--- config.mk ---
export PLATFORM = sky130hd
export DESIGN_NAME = mwa_top
export DESIGN_NICKNAME = d
export VERILOG_FILES = /design/src/rtl/mwa_pkg.sv /design/src/rtl/mwa_spad.sv /design/src/rtl/mwa_alu.sv /design/src/rtl/mwa_ctrl.sv /design/src/rtl/mwa_top.sv
export SDC_FILE = /design/constraint.sdc
export NUM_CORES = 1
export LEC_CHECK = 0
export BUFFER_PORTS_ARGS = -buffer_cell sky130_fd_sc_hd__clkbuf_2
export CAP_MARGIN = 20
export CORE_UTILIZATION = 45
export CTS_CLUSTER_SIZE = 8
export DETAILED_ROUTE_END_ITERATION = 10
export SYNTH_ARGS = -nofsm -noshare
export SYNTH_HDL_FRONTEND = slang
export SYNTH_SLANG_ARGS = --single-unit
--- constraint.sdc ---
create_clock -name clk -period 3.4 [get_ports clk]
set_clock_uncertainty 0.15 [all_clocks]
set_input_delay 0.51 -clock clk [delete_from_list [all_inputs] [get_ports clk]]
set_output_delay 0.51 -clock clk [all_outputs]
set_load 0.01 [all_outputs]
--- src/rtl/mwa_pkg.sv ---
package mwa_pkg;
  typedef enum logic [2:0] {
    OP_ADD = 3'd0,
    OP_SUB = 3'd1,
    OP_NEG = 3'd2,
    OP_INC = 3'd3,
    OP_SHL = 3'd4,
    OP_SAR = 3'd5
  } op_e;

  function automatic logic op_valid(input logic [2:0] code);
    return code <= 3'd5;
  endfunction

  // carry register value loaded before the first word
  function automatic logic op_cin0(input logic [2:0] code);
    return (code == OP_SUB) || (code == OP_NEG) || (code == OP_INC);
  endfunction
endpackage

--- src/rtl/mwa_spad.sv ---
module mwa_spad #(
  parameter int W     = 16,
  parameter int DEPTH = 16,
  parameter int NRD   = 2,
  localparam int AW   = $clog2(DEPTH)
) (
  input  logic              clk,
  input  logic              we,
  input  logic [AW-1:0]     waddr,
  input  logic [W-1:0]      wdata,
  input  logic [NRD*AW-1:0] raddr,
  output logic [NRD*W-1:0]  rdata
);
  logic [W-1:0] mem [DEPTH];

  always_ff @(posedge clk) begin
    if (we) mem[waddr] <= wdata;
  end

  for (genvar g = 0; g < NRD; g++) begin : g_rd
    assign rdata[g*W +: W] = mem[raddr[g*AW +: AW]];
  end
endmodule

--- src/rtl/mwa_alu.sv ---
module mwa_alu
  import mwa_pkg::*;
#(
  parameter int W = 16
) (
  input  op_e          op,
  input  logic [W-1:0] a,
  input  logic [W-1:0] b,
  input  logic         cin,
  input  logic         first,
  output logic [W-1:0] res,
  output logic         cout
);
  logic [W:0] sum;
  logic       fill;

  always_comb begin
    sum  = '0;
    fill = first ? a[W-1] : cin;
    res  = a;
    cout = 1'b0;
    case (op)
      OP_ADD: begin
        sum = {1'b0, a} + {1'b0, b} + {{W{1'b0}}, cin};
        {cout, res} = sum;
      end
      OP_SUB: begin
        sum = {1'b0, a} + {1'b0, ~b} + {{W{1'b0}}, cin};
        {cout, res} = sum;
      end
      OP_NEG: begin
        sum = {1'b0, ~a} + {{W{1'b0}}, cin};
        {cout, res} = sum;
      end
      OP_INC: begin
        sum = {1'b0, a} + {{W{1'b0}}, cin};
        {cout, res} = sum;
      end
      OP_SHL: begin
        res  = {a[W-2:0], cin};
        cout = a[W-1];
      end
      OP_SAR: begin
        res  = {fill, a[W-1:1]};
        cout = a[0];
      end
      default: begin
        res  = a;
        cout = cin;
      end
    endcase
  end
endmodule

--- src/rtl/mwa_ctrl.sv ---
module mwa_ctrl
  import mwa_pkg::*;
#(
  parameter int AW = 4
) (
  input  logic          clk,
  input  logic          rst,
  input  logic          start,
  input  logic [2:0]    opcode,
  input  logic [AW-1:0] count,
  output logic          accept,
  output logic          busy,
  output logic          done,
  output logic          ld_en,
  output logic          ex_en,
  output logic          st_en,
  output logic          first,
  output op_e           op_q,
  output logic [AW-1:0] idx
);
  typedef enum logic [1:0] {ST_IDLE, ST_LOAD, ST_EXEC, ST_STORE} state_e;
  state_e        state;
  logic [AW-1:0] left;

  assign accept = start && (state == ST_IDLE) && op_valid(opcode);
  assign busy   = (state != ST_IDLE);
  assign ld_en  = (state == ST_LOAD);
  assign ex_en  = (state == ST_EXEC);
  assign st_en  = (state == ST_STORE);

  always_ff @(posedge clk) begin
    if (rst) begin
      state <= ST_IDLE;
      done  <= 1'b0;
      first <= 1'b0;
      idx   <= '0;
      left  <= '0;
      op_q  <= OP_ADD;
    end else begin
      done <= 1'b0;
      case (state)
        ST_IDLE: if (accept) begin
          op_q  <= op_e'(opcode);
          left  <= count;
          idx   <= (opcode == OP_SAR) ? count : '0;
          first <= 1'b1;
          state <= ST_LOAD;
        end
        ST_LOAD: state <= ST_EXEC;
        ST_EXEC: state <= ST_STORE;
        default: begin
          first <= 1'b0;
          if (left == '0) begin
            state <= ST_IDLE;
            done  <= 1'b1;
          end else begin
            left  <= left - 1'b1;
            idx   <= (op_q == OP_SAR) ? idx - 1'b1 : idx + 1'b1;
            state <= ST_LOAD;
          end
        end
      endcase
    end
  end
endmodule

--- src/rtl/mwa_top.sv ---
module mwa_top
  import mwa_pkg::*;
#(
  parameter int W     = 16,
  parameter int DEPTH = 16,
  localparam int AW   = $clog2(DEPTH)
) (
  input  logic          clk,
  input  logic          rst,
  input  logic          start,
  input  logic [2:0]    opcode,
  input  logic [AW-1:0] count,
  input  logic          t_map,
  input  logic [AW-1:0] t_base,
  input  logic          s_we,
  input  logic          t_we,
  input  logic [AW-1:0] wr_addr,
  input  logic [W-1:0]  wr_data,
  input  logic          rd_sel,
  input  logic [AW-1:0] rd_addr,
  output logic [W-1:0]  rd_data,
  output logic          busy,
  output logic          done
);
  localparam int S_RD = 3;
  localparam int T_RD = 2;

  logic          accept, ld_en, ex_en, st_en, first;
  op_e           op_q;
  logic [AW-1:0] idx, map_idx;
  logic [W-1:0]  a_q, b_q, alu_res;
  logic          cf, alu_cout;

  logic [S_RD*AW-1:0] s_raddr;
  logic [S_RD*W-1:0]  s_rdata;
  logic [T_RD*AW-1:0] t_raddr;
  logic [T_RD*W-1:0]  t_rdata;
  logic               s_wen;
  logic [AW-1:0]      s_waddr;
  logic [W-1:0]       s_wdata;

  mwa_ctrl #(.AW(AW)) u_ctrl (
    .clk(clk), .rst(rst), .start(start), .opcode(opcode), .count(count),
    .accept(accept), .busy(busy), .done(done), .ld_en(ld_en),
    .ex_en(ex_en), .st_en(st_en), .first(first), .op_q(op_q), .idx(idx)
  );

  assign map_idx = idx + t_base;
  assign s_raddr = {rd_addr, map_idx, idx};
  assign t_raddr = {rd_addr, idx};

  // controller store has the port while busy; host writes only when idle
  assign s_wen   = st_en || (s_we && !busy);
  assign s_waddr = st_en ? idx : wr_addr;
  assign s_wdata = st_en ? a_q : wr_data;

  mwa_spad #(.W(W), .DEPTH(DEPTH), .NRD(S_RD)) u_spad_s (
    .clk(clk), .we(s_wen), .waddr(s_waddr), .wdata(s_wdata),
    .raddr(s_raddr), .rdata(s_rdata)
  );

  mwa_spad #(.W(W), .DEPTH(DEPTH), .NRD(T_RD)) u_spad_t (
    .clk(clk), .we(t_we && !busy), .waddr(wr_addr), .wdata(wr_data),
    .raddr(t_raddr), .rdata(t_rdata)
  );

  mwa_alu #(.W(W)) u_alu (
    .op(op_q), .a(a_q), .b(b_q), .cin(cf), .first(first),
    .res(alu_res), .cout(alu_cout)
  );

  always_ff @(posedge clk) begin
    if (rst) begin
      a_q <= '0;
      b_q <= '0;
      cf  <= 1'b0;
    end else begin
      if (accept) cf <= op_cin0(opcode);
      if (ld_en) begin
        a_q <= s_rdata[0 +: W];
        b_q <= t_map ? s_rdata[W +: W] : t_rdata[0 +: W];
      end
      if (ex_en) begin
        a_q <= alu_res;
        cf  <= alu_cout;
      end
    end
  end

  always_ff @(posedge clk) begin
    if (rst) rd_data <= '0;
    else     rd_data <= rd_sel ? t_rdata[W +: W] : s_rdata[2*W +: W];
  end
endmodule

==> out/results.tsv <==
stage	metric	value	unit
status	outcome	finished clean	
cells_and_area	finish.instance_area	36400	um2
sta	tightest_slew	1.05	ns
cells_and_area	final_common_cell	edfxtp_1	
synthesis	synth_top_area_frac	0.488	
drt	route.antenna.remaining_nets	0	
critical_path	critical_path_class	flip-flop to flip-flop	
floorplanning	die-width	267	um
hold_path	min_path_type	input port to flip-flop	
cts	worstSkewPairLatency	0.65	ns
global_route	grt_overflow	0	
synthesis	synth_cell_types	79	
pwr	power	27.4	mW
critical_path	cp.arrival	3.62	ns
drt	m1WireLength	40.0	mm
critical_path	cp.required	3.72	ns
drt	vias	20900	
global_route	grt_max_degree	67	
critical_path	endpoint_kind	flip-flop	
synthesis	synth_area_leader_cell	edfxtp_1	
pwr	pwr_density_cell	752	nW/um2
cts	cts_tree	built	
global_route	grt_usage	0.289	
pwr	p_leak	11.8	nW
synthesis	synth-edff-count	512	
cts	clockBufferDepth	3	
drt	wl_per_cell	32.8	um
flow_run	cap_viol_max_count	0	
cts	clkSinkCount	580	
sta	finalSetupViolations	0	
sta	final-max-slew-violation-count	0	
drt	wirelength	101	mm
synthesis	async_flop_share	0	
critical_path	reg2reg_slack	0.10	ns
synthesis	ys_warn_count	0	
critical_path	start_kind	flip-flop	
floorplanning	die_h	267	um
synthesis	synthFlopType	edfxtp_1	
floorplanning	io_pins	60	
floorplanning	die_area	71100	um2
cts	cts_setup_buffers	0	
critical_path	max_stage_delay	0.83	ns
synthesis	syn_inst	1967	
pwr	vdd.ir_drop.worst	436	uV
cells_and_area	area_delta_synth_final	15.4	%
cts	clkTransAtPathRegs	0.05	ns
sta	period_share	0.970	
synthesis	avgSynthCellArea	16.0	um2
synthesis	netlist_top_cells_area	edfxtp_1 (49%), mux4_2 (27%), dfxtp_1 (4.3%), ha_1 (1.7%), mux2i_1 (1.6%)	
synthesis	synth-seq-cells	580	
synthesis	mappedNetlistNets	2059	
cts	cts_made_buffers	83	
sta	rsz0062_at_grt	false	
placement	gp_congestion	0.947	
sta	finalHoldViolations	0	
drt	drt_iter0_drc	2832	
sta	post-route-min-period	3.30	ns
cells_and_area	mostFrequentLayoutCells	edfxtp_1 (512), mux4_2 (379), buf_4 (115)	
sta	setup_ws	0.101	ns
drt	wl_met3	10.2	mm
global_route	antenna_found_initial	2	
drt	viasPerCell	6.77	
cts	clock-root-buffer	clkbuf_16	
sta	hold_slack	0.0590	ns
critical_path	cp_slowest_cell	fa_4	
global_route	grt_pass1_wl	147	mm
placement	dp_slack	-0.167	ns
critical_path	cp_max_fo	26	
placement	io_buffers	59	
global_route	grt_pass1_vias	20900	
floorplanning	rows	96	
cts	htree_levels	3	
critical_path	crit_chain	ha_4 -> inv_1 -> fa_4 -> buf_12 -> mux4_2 -> and2_1 -> a211oi_2 -> a31oi_1 -> mux2i_2 -> a211oi_1	
synthesis	ys_seq_area_frac	0.531	
placement	placed_cell_area	33800	um2
floorplanning	coreArea	68900	um2
floorplanning	start_util	0.457	
drt	first_pass_iters	6	
sta	relSlewSlack	0.297	
cells_and_area	fin_nets	2186	
drt	drc	0	
synthesis	synthesis.area	31500	um2
drt	top_layer_used	met5	
sta	fin_setup_tns	0	ns
cells_and_area	drive_gt1_frac	0.347	
placement	post-dp-hpwl	67.0	mm
drt	wl_met2	46.6	mm
sta	fmax	303	MHz
[path summary, 6_finish.rpt]
path	from	endpoint	depth (start not counted)
worst max-delay path	u_ctrl.idx[0]$_SDFFE_PP0P_	b_q[1]$_SDFFE_PP0P_	10
worst min-delay path	count[0]	u_ctrl.left[0]$_SDFFE_PP0P_	3
worst max register to register	u_ctrl.idx[0]$_SDFFE_PP0P_	b_q[1]$_SDFFE_PP0P_	10
worst min register to register	u_ctrl.left[3]$_SDFFE_PP0P_	u_ctrl.done$_SDFF_PP0_	1
[per-stage QoR]
step,instances,util
floorplan,1967,-
global placement,2937,0.491
detailed placement,2937,0.491
CTS,3081,0.527
global route,3081,0.527
finish,3083,0.528
[power by group]
part	switching (mW)	leakage (nW)	internal, mW	total, mW
combinational	6.06	5.46	4.63	10.7
clock	3.18	1.18	4.70	7.88
sequential	0.487	5.18	8.30	8.79
[Yosys cell counts (15+ instances only)]
| master | number |
|---|---|
| xnor2_1 | 22 |
| buf_1 | 18 |
| mux2i_1 | 50 |
| mux2_2 | 20 |
| ha_1 | 44 |
| mux4_2 | 379 |
| a21oi_1 | 51 |
| nor2b_1 | 19 |
| nor2_1 | 109 |
| edfxtp_1 | 512 |
| buf_2 | 41 |
| and2_1 | 20 |
| nand2_1 | 85 |
| nand2b_1 | 15 |
| nand3_1 | 17 |
| o21ai_0 | 51 |
| a211oi_1 | 48 |
| nor3_1 | 26 |
| inv_1 | 57 |
| dfxtp_1 | 68 |
| clkbuf_1 | 91 |
| a31oi_1 | 31 |
[flip-flops by register name, summed over array words and instances, names as in the netlist, named ones only]
register	flops
u_ctrl.done	1
rd_data	16
u_ctrl.state	2
b_q	16
u_ctrl.first	1
u_ctrl.idx	4
u_spad_t.mem	256
u_ctrl.left	4
cf	1
u_ctrl.op_q	3
a_q	16
u_spad_s.mem	256
[cell families after synthesis]
logic type | count (synthesis) | synth area share
AND/OR/NAND/NOR | 343 | 0.0525
AO/OA/AOI/OAI | 293 | 0.0626
multiplexers | 450 | 0.294
XOR/XNOR | 30 | 0.00834
buffers and inverters | 221 | 0.0300
flip-flops | 580 | 0.531
adder cells (fa/ha/maj) | 50 | 0.0213
[per-layer routing]
layer | track usage | vias up
met5 | 0 | -
met4 | 0.117 | 4
met3 | 0.0586 | 220
met2 | 0.446 | 1318
met1 | 0.402 | 10900
li1 | - | 8425
[area by class of cell]
type | instances | area [um2]
tap | 931 | 1160
antenna | 2 | 5.00
sequential | 580 | 16700
fill | 5597 | 32600
inverter | 58 | 218
multi-input combinational | 1166 | 14000
clock inverter | 8 | 181
timing repair buffer | 205 | 1760
clock buffer | 133 | 2300
[worst max-delay path: cells and delay by family (launching register included)]
kind	cells	cell delay, ns
and+or+nand+nor	1	0.18
muxes	2	0.71
buffers and inverters	2	0.27
adders and majority gates	2	0.98
AOI/OAI and AO/OA	3	0.45
DFF	1	0.37
[what timing repair did]
item | CTS | global route
pin swaps | 0 | 1
hold endpoints to repair | 3 | 0
gates resized for setup | 1 | 4
endpoints found under the setup margin | 1 | 2
hold buffers | 3 | 0
Note: power is estimated with default switching activity, not from simulation.
